[src/rtl/mdec_pkg.sv]
package mdec_pkg;
  typedef enum logic [1:0] {
    RX_HUNT = 2'd0,
    RX_RECV = 2'd1,
    RX_TAIL = 2'd2
  } rx_state_e;

  typedef enum logic [1:0] {
    KIND_NONE = 2'd0,
    KIND_CMD  = 2'd1,
    KIND_DATA = 2'd2
  } sync_kind_e;
endpackage

[src/rtl/mdec_sync_hunt.sv]
module mdec_sync_hunt
  import mdec_pkg::*;
#(
  parameter int SYNC_HALVES = 6,
  parameter int QUAL_BITS   = 2
) (
  input  logic                 clk_i,
  input  logic                 rst_ni,
  input  logic                 clr_i,
  input  logic                 half_valid_i,
  input  logic                 half_i,
  output logic                 hit_o,
  output sync_kind_e           kind_o,
  output logic [QUAL_BITS-1:0] bits_o
);
  localparam int WIN_W        = SYNC_HALVES + 2 * QUAL_BITS;
  localparam int FILL_W       = $clog2(WIN_W + 1);
  localparam int LEVEL_HALVES = SYNC_HALVES / 2;

  logic [WIN_W-1:0]       win_q, win_nxt;
  logic [FILL_W-1:0]      fill_q;
  logic [SYNC_HALVES-1:0] cmd_pat, sync_field;
  logic [QUAL_BITS-1:0]   qual_ok;
  logic                   full, is_cmd, is_data;

  assign win_nxt = {win_q[WIN_W-2:0], half_i};

  // oldest half sits at the top of the field
  for (genvar i = 0; i < SYNC_HALVES; i++) begin : g_pat
    assign cmd_pat[i] = (i >= SYNC_HALVES - LEVEL_HALVES);
  end

  for (genvar q = 0; q < QUAL_BITS; q++) begin : g_qual
    assign qual_ok[q] = win_nxt[2*q+1] ^ win_nxt[2*q];
    assign bits_o[q]  = win_nxt[2*q+1];
  end

  assign sync_field = win_nxt[WIN_W-1 -: SYNC_HALVES];
  assign full       = (fill_q >= FILL_W'(WIN_W - 1));
  assign is_cmd     = (sync_field == cmd_pat);
  assign is_data    = (sync_field == ~cmd_pat);
  assign hit_o      = half_valid_i & ~clr_i & full & (&qual_ok) & (is_cmd | is_data);
  assign kind_o     = is_cmd ? KIND_CMD : (is_data ? KIND_DATA : KIND_NONE);

  always_ff @(posedge clk_i or negedge rst_ni) begin
    if (!rst_ni) begin
      win_q  <= '0;
      fill_q <= '0;
    end else if (clr_i) begin
      win_q  <= '0;
      fill_q <= '0;
    end else if (half_valid_i) begin
      win_q <= win_nxt;
      if (fill_q != FILL_W'(WIN_W)) fill_q <= fill_q + 1'b1;
    end
  end
endmodule

[src/rtl/mdec_frame_rx.sv]
module mdec_frame_rx
  import mdec_pkg::*;
#(
  parameter int LEN_W     = 5,
  parameter int QUAL_BITS = 2
) (
  input  logic                 clk_i,
  input  logic                 rst_ni,
  input  logic                 abort_i,
  input  logic                 half_valid_i,
  input  logic                 half_i,
  input  logic                 hit_i,
  input  sync_kind_e           hit_kind_i,
  input  logic [QUAL_BITS-1:0] hit_bits_i,
  input  logic [LEN_W-1:0]     k_i,
  input  logic                 par_even_i,
  output logic                 take_o,
  output logic                 sdo_o,
  output logic                 shift_clk_o,
  output logic                 cmd_o,
  output logic                 data_o,
  output logic                 start_o,
  output logic                 done_o,
  output logic                 word_ok_o
);
  rx_state_e            state_q;
  logic                 phase_q, h0_q, sdo_q, take_q, cmd_q, data_q, par_q, err_q;
  logic [LEN_W-1:0]     rx_cnt_q;
  logic [QUAL_BITS-2:0] dly_q;
  logic [QUAL_BITS-1:0] dly_nxt;
  logic                 bit_end, bad_bit;

  assign bit_end   = half_valid_i & phase_q;
  assign bad_bit   = (h0_q == half_i);
  assign dly_nxt   = {dly_q, h0_q};
  assign start_o   = (state_q == RX_HUNT) & hit_i & ~abort_i;
  assign done_o    = (state_q == RX_TAIL) & bit_end & ~abort_i;
  assign word_ok_o = ~err_q & (par_q ^ par_even_i);

  assign take_o      = take_q;
  assign sdo_o       = sdo_q;
  assign shift_clk_o = phase_q;
  assign cmd_o       = cmd_q;
  assign data_o      = data_q;

  always_ff @(posedge clk_i or negedge rst_ni) begin
    if (!rst_ni) begin
      state_q  <= RX_HUNT;
      phase_q  <= 1'b0;
      h0_q     <= 1'b0;
      sdo_q    <= 1'b0;
      take_q   <= 1'b0;
      cmd_q    <= 1'b0;
      data_q   <= 1'b0;
      par_q    <= 1'b0;
      err_q    <= 1'b0;
      rx_cnt_q <= '0;
      dly_q    <= '0;
    end else if (abort_i) begin
      state_q <= RX_HUNT;
      phase_q <= 1'b0;
      take_q  <= 1'b0;
      cmd_q   <= 1'b0;
      data_q  <= 1'b0;
    end else begin
      unique case (state_q)
        RX_HUNT: begin
          if (start_o) begin
            state_q  <= RX_RECV;
            phase_q  <= 1'b0;
            take_q   <= 1'b1;
            cmd_q    <= (hit_kind_i == KIND_CMD);
            data_q   <= (hit_kind_i == KIND_DATA);
            sdo_q    <= hit_bits_i[QUAL_BITS-1];
            dly_q    <= hit_bits_i[QUAL_BITS-2:0];
            par_q    <= ^hit_bits_i;
            err_q    <= 1'b0;
            rx_cnt_q <= LEN_W'(QUAL_BITS);
          end else if (half_valid_i) begin
            phase_q <= ~phase_q;
          end
        end
        RX_RECV: begin
          if (half_valid_i) begin
            phase_q <= ~phase_q;
            if (!phase_q) begin
              h0_q <= half_i;
            end else begin
              err_q <= err_q | bad_bit;
              par_q <= par_q ^ h0_q;
              sdo_q <= dly_nxt[QUAL_BITS-1];
              dly_q <= dly_nxt[QUAL_BITS-2:0];
              // bit just closed is the parity bit once K data bits are in
              if (rx_cnt_q >= k_i) state_q <= RX_TAIL;
              else rx_cnt_q <= rx_cnt_q + 1'b1;
            end
          end
        end
        RX_TAIL: begin
          if (half_valid_i) begin
            phase_q <= ~phase_q;
            if (phase_q) begin
              state_q <= RX_HUNT;
              take_q  <= 1'b0;
              cmd_q   <= 1'b0;
              data_q  <= 1'b0;
            end
          end
        end
        default: state_q <= RX_HUNT;
      endcase
    end
  end
endmodule

[src/rtl/mdec_valid_hold.sv]
module mdec_valid_hold #(
  parameter int LEN_W      = 5,
  parameter int HOLD_EXTRA = 4
) (
  input  logic             clk_i,
  input  logic             rst_ni,
  input  logic             abort_i,
  input  logic             start_i,
  input  logic             done_i,
  input  logic             ok_i,
  input  logic             half_valid_i,
  input  logic [LEN_W-1:0] k_i,
  output logic             valid_o
);
  localparam int CNT_W = LEN_W + 3;

  logic [CNT_W-1:0] cnt_q, limit;
  logic             valid_q;

  // hold time in half-bit strobes: two per bit period
  assign limit   = CNT_W'({k_i, 1'b0}) + CNT_W'(2 * HOLD_EXTRA);
  assign valid_o = valid_q;

  always_ff @(posedge clk_i or negedge rst_ni) begin
    if (!rst_ni) begin
      valid_q <= 1'b0;
      cnt_q   <= '0;
    end else if (abort_i || start_i) begin
      valid_q <= 1'b0;
      cnt_q   <= '0;
    end else if (done_i) begin
      valid_q <= ok_i;
      cnt_q   <= '0;
    end else if (valid_q && half_valid_i) begin
      if (cnt_q == limit - 1'b1) valid_q <= 1'b0;
      else cnt_q <= cnt_q + 1'b1;
    end
  end
endmodule

[src/rtl/mdec_frame_decoder.sv]
module mdec_frame_decoder
  import mdec_pkg::*;
#(
  parameter int LEN_W       = 5,
  parameter int K_MIN       = 2,
  parameter int K_MAX       = 28,
  parameter int SYNC_HALVES = 6,
  parameter int QUAL_BITS   = 2,
  parameter int HOLD_EXTRA  = 4
) (
  input  logic             clk_i,
  input  logic             rst_ni,
  input  logic             half_valid_i,
  input  logic             half_i,
  input  logic [LEN_W-1:0] len_i,
  input  logic             par_even_i,
  input  logic             dec_reset_i,
  output logic             shift_clk_o,
  output logic             sdo_o,
  output logic             take_data_o,
  output logic             cmd_sync_o,
  output logic             data_sync_o,
  output logic             valid_word_o
);
  localparam logic [LEN_W-1:0] K_LO = LEN_W'(K_MIN);
  localparam logic [LEN_W-1:0] K_HI = LEN_W'(K_MAX);

  logic [LEN_W-1:0]     k_eff;
  logic                 hit, start, done, word_ok;
  sync_kind_e           hit_kind;
  logic [QUAL_BITS-1:0] hit_bits;

  always_comb begin
    if (len_i < K_LO)      k_eff = K_LO;
    else if (len_i > K_HI) k_eff = K_HI;
    else                   k_eff = len_i;
  end

  mdec_sync_hunt #(
    .SYNC_HALVES(SYNC_HALVES),
    .QUAL_BITS  (QUAL_BITS)
  ) u_hunt (
    .clk_i       (clk_i),
    .rst_ni      (rst_ni),
    .clr_i       (dec_reset_i),
    .half_valid_i(half_valid_i),
    .half_i      (half_i),
    .hit_o       (hit),
    .kind_o      (hit_kind),
    .bits_o      (hit_bits)
  );

  mdec_frame_rx #(
    .LEN_W    (LEN_W),
    .QUAL_BITS(QUAL_BITS)
  ) u_rx (
    .clk_i       (clk_i),
    .rst_ni      (rst_ni),
    .abort_i     (dec_reset_i),
    .half_valid_i(half_valid_i),
    .half_i      (half_i),
    .hit_i       (hit),
    .hit_kind_i  (hit_kind),
    .hit_bits_i  (hit_bits),
    .k_i         (k_eff),
    .par_even_i  (par_even_i),
    .take_o      (take_data_o),
    .sdo_o       (sdo_o),
    .shift_clk_o (shift_clk_o),
    .cmd_o       (cmd_sync_o),
    .data_o      (data_sync_o),
    .start_o     (start),
    .done_o      (done),
    .word_ok_o   (word_ok)
  );

  mdec_valid_hold #(
    .LEN_W     (LEN_W),
    .HOLD_EXTRA(HOLD_EXTRA)
  ) u_hold (
    .clk_i       (clk_i),
    .rst_ni      (rst_ni),
    .abort_i     (dec_reset_i),
    .start_i     (start),
    .done_i      (done),
    .ok_i        (word_ok),
    .half_valid_i(half_valid_i),
    .k_i         (k_eff),
    .valid_o     (valid_word_o)
  );
endmodule

[config.mk]
export PLATFORM = sky130hd
export DESIGN_NAME = mdec_frame_decoder
export DESIGN_NICKNAME = d
export VERILOG_FILES = /design/src/rtl/mdec_pkg.sv /design/src/rtl/mdec_sync_hunt.sv /design/src/rtl/mdec_frame_rx.sv /design/src/rtl/mdec_valid_hold.sv /design/src/rtl/mdec_frame_decoder.sv
export SDC_FILE = /design/constraint.sdc
export NUM_CORES = 1
export LEC_CHECK = 0
export BUFFER_PORTS_ARGS = -buffer_cell sky130_fd_sc_hd__buf_2
export CAP_MARGIN = 20
export CORE_MARGIN = 4
export CORE_UTILIZATION = 65
export DETAILED_ROUTE_END_ITERATION = 7
export HOLD_SLACK_MARGIN = 0.1
export PLACE_DENSITY = 0.95
export SLEW_MARGIN = 20
export SYNTH_ARGS = -nofsm -noshare
export SYNTH_HDL_FRONTEND = slang
export SYNTH_SLANG_ARGS = --single-unit
[constraint.sdc]
create_clock -name clk_i -period 3.2 [get_ports clk_i]
set_input_delay 0.8 -clock clk_i [delete_from_list [all_inputs] [get_ports clk_i]]
set_output_delay 0.8 -clock clk_i [all_outputs]
set_load 0.05 [all_outputs]
==> out/qor.csv, run 1 <==
metric,value,unit
Lkg Pwr,1.29,nW
initial antenna violation count,0,
CTS tree,built,
run status,"complete, no violations",
Iteration-0 DRC Markers,83,
I/O pins,17,
vias in the first global route,1931,
top post-synthesis cells by area,"dfrtp_1 (39%), ha_1 (9.9%), mux2i_1 (6.2%), xor2_1 (5.4%), nor2_1 (5.0%)",
Gate Count Post-Synth,256,
clk slew on worst S/H paths,70,ps
syn_area_per_cell,9.42,um2
CTS sink cnt,38,
proportion of synthesized area in mux cells,0.0669,
reg2reg setup slack,750,ps
GR Util All Layers,0.240,
min cycle time layout,3060,ps
Die Ht,68.9,um
count of pins over their slew limit,0,
GRT overflow,0,
FF-to-FF Start,u_rx.state_q[1],
Worst Setup End Kind,flop,
num rows,21,
n_diodes,0,
layout cells sized above 1,0.146,
pin count of the biggest net entering global routing,39,
Adder-Cell Fraction of Synth Area,0.0985,
syn_nets,286,
FILL cells,244,
CTS Hold Bufs,0,
top-area cell type share of the netlist area,0.394,
DR pass1 iterations,4,
VDD IR max,0.343,mV
fmax,327,MHz
Slew HR,0.456,
Worst Path Required,3370,ps
final setup vio count,0,
sequential element share of the synthesized area,0.394,
R2R depth,9,
post-synthesis xor/xnor area fraction,0.0794,
met2 Use GR,0.435,
Via Count,1895,
final hold vios,0,
Synth cell types,46,
register bit total from synthesis,38,
CTS buffer count,5,
RSZ-0062 raised after global routing,no,
Root Buffer,clkbuf_8,
Max Clock Skew,2.83,ps
IO Port Bufs,16,
PnR worst setup slack,142,ps
hold crit path type,reg2reg,
total routed wirelength,4910,um
largest family of logic cells by synthesized area,simple AND/OR/NAND/NOR gates,
Final GP Congestion,0.798,
Yosys top cell by area,dfrtp_1,
crit path from,len_i[4],
Starting Density,0.696,
H-Tree Level Count,2,
Worst Path Max Fanout,3,
clock latency on the worst-skew pair,290,ps
Layout Area Growth over Synthesis,10.5,%
prevailing post-synth register cell,dfrtp_1,
dpl hpwl,3590,um
Max-Cap Viols,0,
Synth Cell Area,2410,um2
post-synthesis compound-gate area fraction,0.126,
Crit Path Class,in2reg,
Longest Clk Path Bufs,2,
"EDFF count, synth",0,
Die ar.,4750,um2
die width,68.9,um
met1 GRT Util,0.284,
simple-gate portion of the synthesized area,0.200,
Yosys warnings,0,
ANT nets after route,0,
crit path capture,u_rx.state_q[0],
CORE AREA,3470,um2
most common cell in the synthesized netlist,dfrtp_1,
# DRC,0,
met3 Usage GRT,0.0502,
Via density,5.81,
pre-CTS setup slack,-160,ps
Post-synth top cells,"dfrtp_1 (38), nor2_1 (32), ha_1 (19)",
CP Launch Type,primary input,
Least-Margin Pin Slew,815,ps
Final #Nets,309,
DR WL/cell,15.1,um
fin crit share,0.956,
Power Dens Cells,361,nW/um2
grt peak-use layer,met2,
arrival time at the worst endpoint,3230,ps
Util after Layout,0.768,
FF-to-FF End,u_rx.rx_cnt_q[1],
first-pass GRT wire length,8500,um
Post-synth ARST share,1.00,
## power breakdown
| group | switching [W] | internal [W] |
|---|---|---|
| sequential | 0.0000113 | 0.000490 |
| combinational | 0.0000780 | 0.0000450 |
| clock | 0.000166 | 0.000173 |
| total | 0.000255 | 0.000708 |
## metal layers
metal  part of all wire  vias to the layer above
met3              0.031                        7
met1               0.42                      908
met5                  0                        -
li1                   -                      946
met2               0.54                       34
met4              0.012                        0
## kinds of logic (layout without fill, tap and decap cells)
logic type               Yosys count  count (layout)
AO/OA/AOI/OAI                     47              47
XOR/XNOR                          21              21
adder cells (fa/ha/maj)           19              19
buffers and inverters             20              44
flip-flops                        38              38
multiplexers                      16              16
AND/OR/NAND/NOR                   95              95
## per-stage QoR
step                      area [um2]  total power, W  instances  hold WS [ps]  TNS, ps
after floorplan                 2410        0.000588        256           464        0
after global placement          2570        0.000627        318           480        0
after detailed placement        2570        0.000633        318           496     -790
after CTS                       2660        0.000973        326           516        0
after global routing            2670         0.00102        326           555        0
final                           2670        0.000963        326           514        0
## state kept, by name (all words and copies together) (netlist names), 2 cells and up
| name | cells |
|---|---|
| u_hunt.fill_q | 4 |
| u_rx.state_q | 2 |
| u_hold.cnt_q | 8 |
| u_hunt.win_q | 9 |
| u_rx.rx_cnt_q | 5 |
## worst min-delay path by stage
stage / from / to / slack, ps / cells past startpoint
floorplan: u_rx.err_q / u_rx.err_q / 460 / 2
global placement: u_rx.err_q / u_rx.err_q / 480 / 2
detailed placement: u_rx.take_o / u_rx.take_o / 500 / 1
CTS: u_rx.take_o / u_rx.take_o / 520 / 1
global route: u_rx.take_o / u_rx.take_o / 560 / 1
finish: u_rx.take_o / u_rx.take_o / 510 / 1
## critical path, stage by stage
cell and delay [ps]:
buf_2 100, or4_1 530, nand3_2 110, inv_1 50
ha_1 270, nand2b_1 150, a211oi_1 270, o21bai_1 170
a211o_1 330, and3_1 200, mux2i_1 180, nor2_1 60
## placed cells by master (no fill, tap or decap), types with 2 or more instances in the layout
| master | Yosys | layout |
|---|---|---|
| dfrtp_1 | 38 | 38 |
| nor2_1 | 32 | 32 |
| ha_1 | 19 | 19 |
| nand2_1 | 16 | 16 |
| buf_2 | 2 | 16 |
| mux2i_1 | 15 | 15 |
| xor2_1 | 15 | 15 |
| a21oi_1 | 16 | 15 |
| inv_1 | 13 | 13 |
| o21ai_0 | 13 | 13 |
| nand3_1 | 7 | 7 |
| buf_4 | 0 | 7 |
| clkbuf_8 | 0 | 6 |
| and2_1 | 5 | 5 |
| nor3_1 | 5 | 5 |
| or3_1 | 5 | 5 |
| nand4_1 | 5 | 5 |
| xnor2_1 | 5 | 5 |
| nand4b_1 | 4 | 4 |
| and3_1 | 4 | 4 |
| nor2b_1 | 3 | 3 |
| a211o_1 | 2 | 2 |
| nor4_1 | 2 | 2 |
| a31oi_1 | 2 | 2 |
| a31o_2 | 2 | 2 |
## area by class of cell
cell class / count / area, um2 / area share
clock buffers: 6 / 82.6 / 0.0310
clock inverters: 2 / 12.5 / 0.00469
inverters: 13 / 48.8 / 0.0183
multi-input cells: 198 / 1380 / 0.518
flip-flops and latches: 38 / 951 / 0.357
well taps: 46 / 57.6 / 0.0216
repair buffers: 23 / 133 / 0.0498
## what timing repair did
action / 4_1_cts / 5_1_grt
resized for setup: 0 / 1
setup buffers: 0 / 0
setup endpoints to repair: 0 / 1
No activity file was read; power rests on OpenSTA's default activity.
==> run 2, diff against run 1 <==
--- a/config.mk
+++ b/config.mk
@@ -8,10 +8,11 @@
 export BUFFER_PORTS_ARGS = -buffer_cell sky130_fd_sc_hd__buf_2
 export CAP_MARGIN = 20
 export CORE_MARGIN = 4
-export CORE_UTILIZATION = 65
+export CORE_UTILIZATION = 60
 export DETAILED_ROUTE_END_ITERATION = 7
 export HOLD_SLACK_MARGIN = 0.1
-export PLACE_DENSITY = 0.95
+export MAX_ROUTING_LAYER = met4
+export PLACE_DENSITY = 0.9
 export SLEW_MARGIN = 20
 export SYNTH_ARGS = -nofsm -noshare
 export SYNTH_HDL_FRONTEND = slang
==> constraint.sdc (replaced) <==
create_clock -name clk_i -period 2.93 [get_ports clk_i]
set_input_delay 0.7325 -clock clk_i [delete_from_list [all_inputs] [get_ports clk_i]]
set_output_delay 0.7325 -clock clk_i [all_outputs]
set_load 0.05 [all_outputs]
==> run 2 against run 1 <==
Net effect:
- clock power increased by 7.7%
- clock-buffer cell count unchanged
- clock skew increased by 1.7 ps
- largest cell class unchanged
- power increased by 11%
- die area increased by 7.3%
- combinational power increased by 24%
- wire length increased by 2.6%
- flip-flop and latch count unchanged
==> out/qor.csv, run 2 (same netlist as run 1, synthesis figures left out) <==
metric,value,unit
CTS sink cnt,38,
min cycle time layout,2900,ps
Worst Setup End Kind,flop,
vias in the first global route,2039,
layout cells sized above 1,0.201,
# DRC,0,
Layout Area Growth over Synthesis,15.7,%
dpl hpwl,3700,um
crit path buf inv count,2,
Largest register FFs,9,
Max-Cap Viols,0,
Die Ht,71.4,um
DR WL/cell,15.0,um
slowest cell delay on critical path,540,ps
Max Clock Skew,4.57,ps
CTS Hold Bufs,0,
Worst Path Max Fanout,3,
Longest Clk Path Bufs,2,
num rows,22,
VDD IR max,0.342,mV
reg2reg setup slack,440,ps
"commonest non-fill, non-tap cell in the layout",dfrtp_1,
CTS buffer count,5,
Least-Margin Pin Slew,835,ps
Lkg Pwr,1.33,nW
count of pins over their slew limit,0,
Slew HR,0.444,
Final #Nets,317,
Crit Path Class,in2reg,
Iteration-0 DRC Markers,114,
Worst Path Required,3100,ps
clock latency on the worst-skew pair,290,ps
run status,"complete, no violations",
Die ar.,5100,um2
clk slew on worst S/H paths,70,ps
pin count of the biggest net entering global routing,39,
CP Launch Type,primary input,
post-CTS resize count,0,
Via Count,1934,
GR Util All Layers,0.220,
CTS tree,built,
total routed wirelength,5040,um
ordered list of cells on the worst path,"buf_2, or4_4, nand3_4, inv_1, ha_1, nand2b_1, a211oi_2, o21bai_2, a211o_1, and3_1, mux2i_1, nor2_1",
FILL cells,257,
top cell family by delay on the critical path,simple AND/OR/NAND/NOR gates,
first-pass GRT wire length,8710,um
H-Tree Level Count,2,
post-CTS setup buffer count,0,
final setup vio count,0,
total power,0.00106,W
"commonest non-fill, non-tap cells in the layout","dfrtp_1 (38), nor2_1 (32), ha_1 (18)",
final hold slack,511,ps
arrival time at the worst endpoint,3070,ps
Starting Density,0.640,
GRT overflow,0,
top flop regs,"u_hunt.win_q: 9 flops, u_hold.cnt_q: 8 flops, u_rx.rx_cnt_q: 5 flops",
I/O pins,17,
IO Port Bufs,16,
ANT nets after route,0,
CORE AREA,3770,um2
Via density,5.76,
n_diodes,0,
"Slowest-stage cell, CP",or4_4,
fmax,345,MHz
hold crit path type,reg2reg,
initial antenna violation count,0,
largest register by flop count,u_hunt.win_q,
die width,71.4,um
fin crit share,0.990,
final hold vios,0,
DR pass1 iterations,6,
RSZ-0062 raised after global routing,yes,
Root Buffer,clkbuf_8,
Final GP Congestion,0.843,
Power Dens Cells,381,nW/um2
==> run 2: routing by layer <==
layer  GRT usage  up-vias  wire length [um]  share of wire
li1            -      966                 -              -
met1       0.252      914              2090           0.41
met2       0.393       42              2680           0.53
met3      0.0379       12               174          0.035
met4      0.0668        0                99          0.020
met5           -        -                 0              0
==> run 2: worst paths after layout <==
check                                start                to  cells after the start
setup / recovery                  len_i[1]   u_rx.state_q[0]                     12
hold / removal                 u_rx.take_o       u_rx.take_o                      1
setup reg to reg           u_rx.state_q[0]  u_rx.rx_cnt_q[1]                      8
hold reg to reg                u_rx.take_o       u_rx.take_o                      1
max in group asynchronous           rst_ni  u_rx.rx_cnt_q[3]                      1
min in group asynchronous           rst_ni   u_hunt.win_q[8]                      1
==> run 2: area by class of cell <==
class / instances / area [um2] / area share
multi-input cells: 198 / 1440 / 0.517
flip-flops and latches: 38 / 951 / 0.341
repair buffers: 31 / 193 / 0.0690
clock buffers: 6 / 82.6 / 0.0296
well taps: 48 / 60.1 / 0.0215
inverters: 13 / 48.8 / 0.0175
clock inverters: 2 / 12.5 / 0.00448
==> run 2: worst reg2reg max path: stages (launching register included) <==
cell and delay [ps]:
dfrtp_1 440, inv_1 110, ha_1 330, nand4b_1 140, a21oi_1 160, o2111ai_1 200, a221oi_2 520, nand2_1 160
a211o_1 320
==> run 2: through the flow <==
stage | area [um2] | setup WS, ps | utilization | TNS, ps | cells
global route | 2790 | -91.3 | 0.740 | -265 | 336
global placement | 2640 | -131 | 0.699 | -1170 | 328
floorplan | 2420 | 19.4 | - | 0 | 256
finish | 2790 | 29.4 | 0.740 | 0 | 336
detailed placement | 2640 | -257 | 0.699 | -2950 | 328
CTS | 2730 | 24.3 | 0.724 | 0 | 336
==> run 2: power by group <==
group,internal [W],switching [W],total (W)
clock network,0.000189,0.000176,0.000365
logic,0.0000604,0.0000925,0.000153
registers,0.000535,0.0000114,0.000547
total,0.000784,0.000280,0.00106
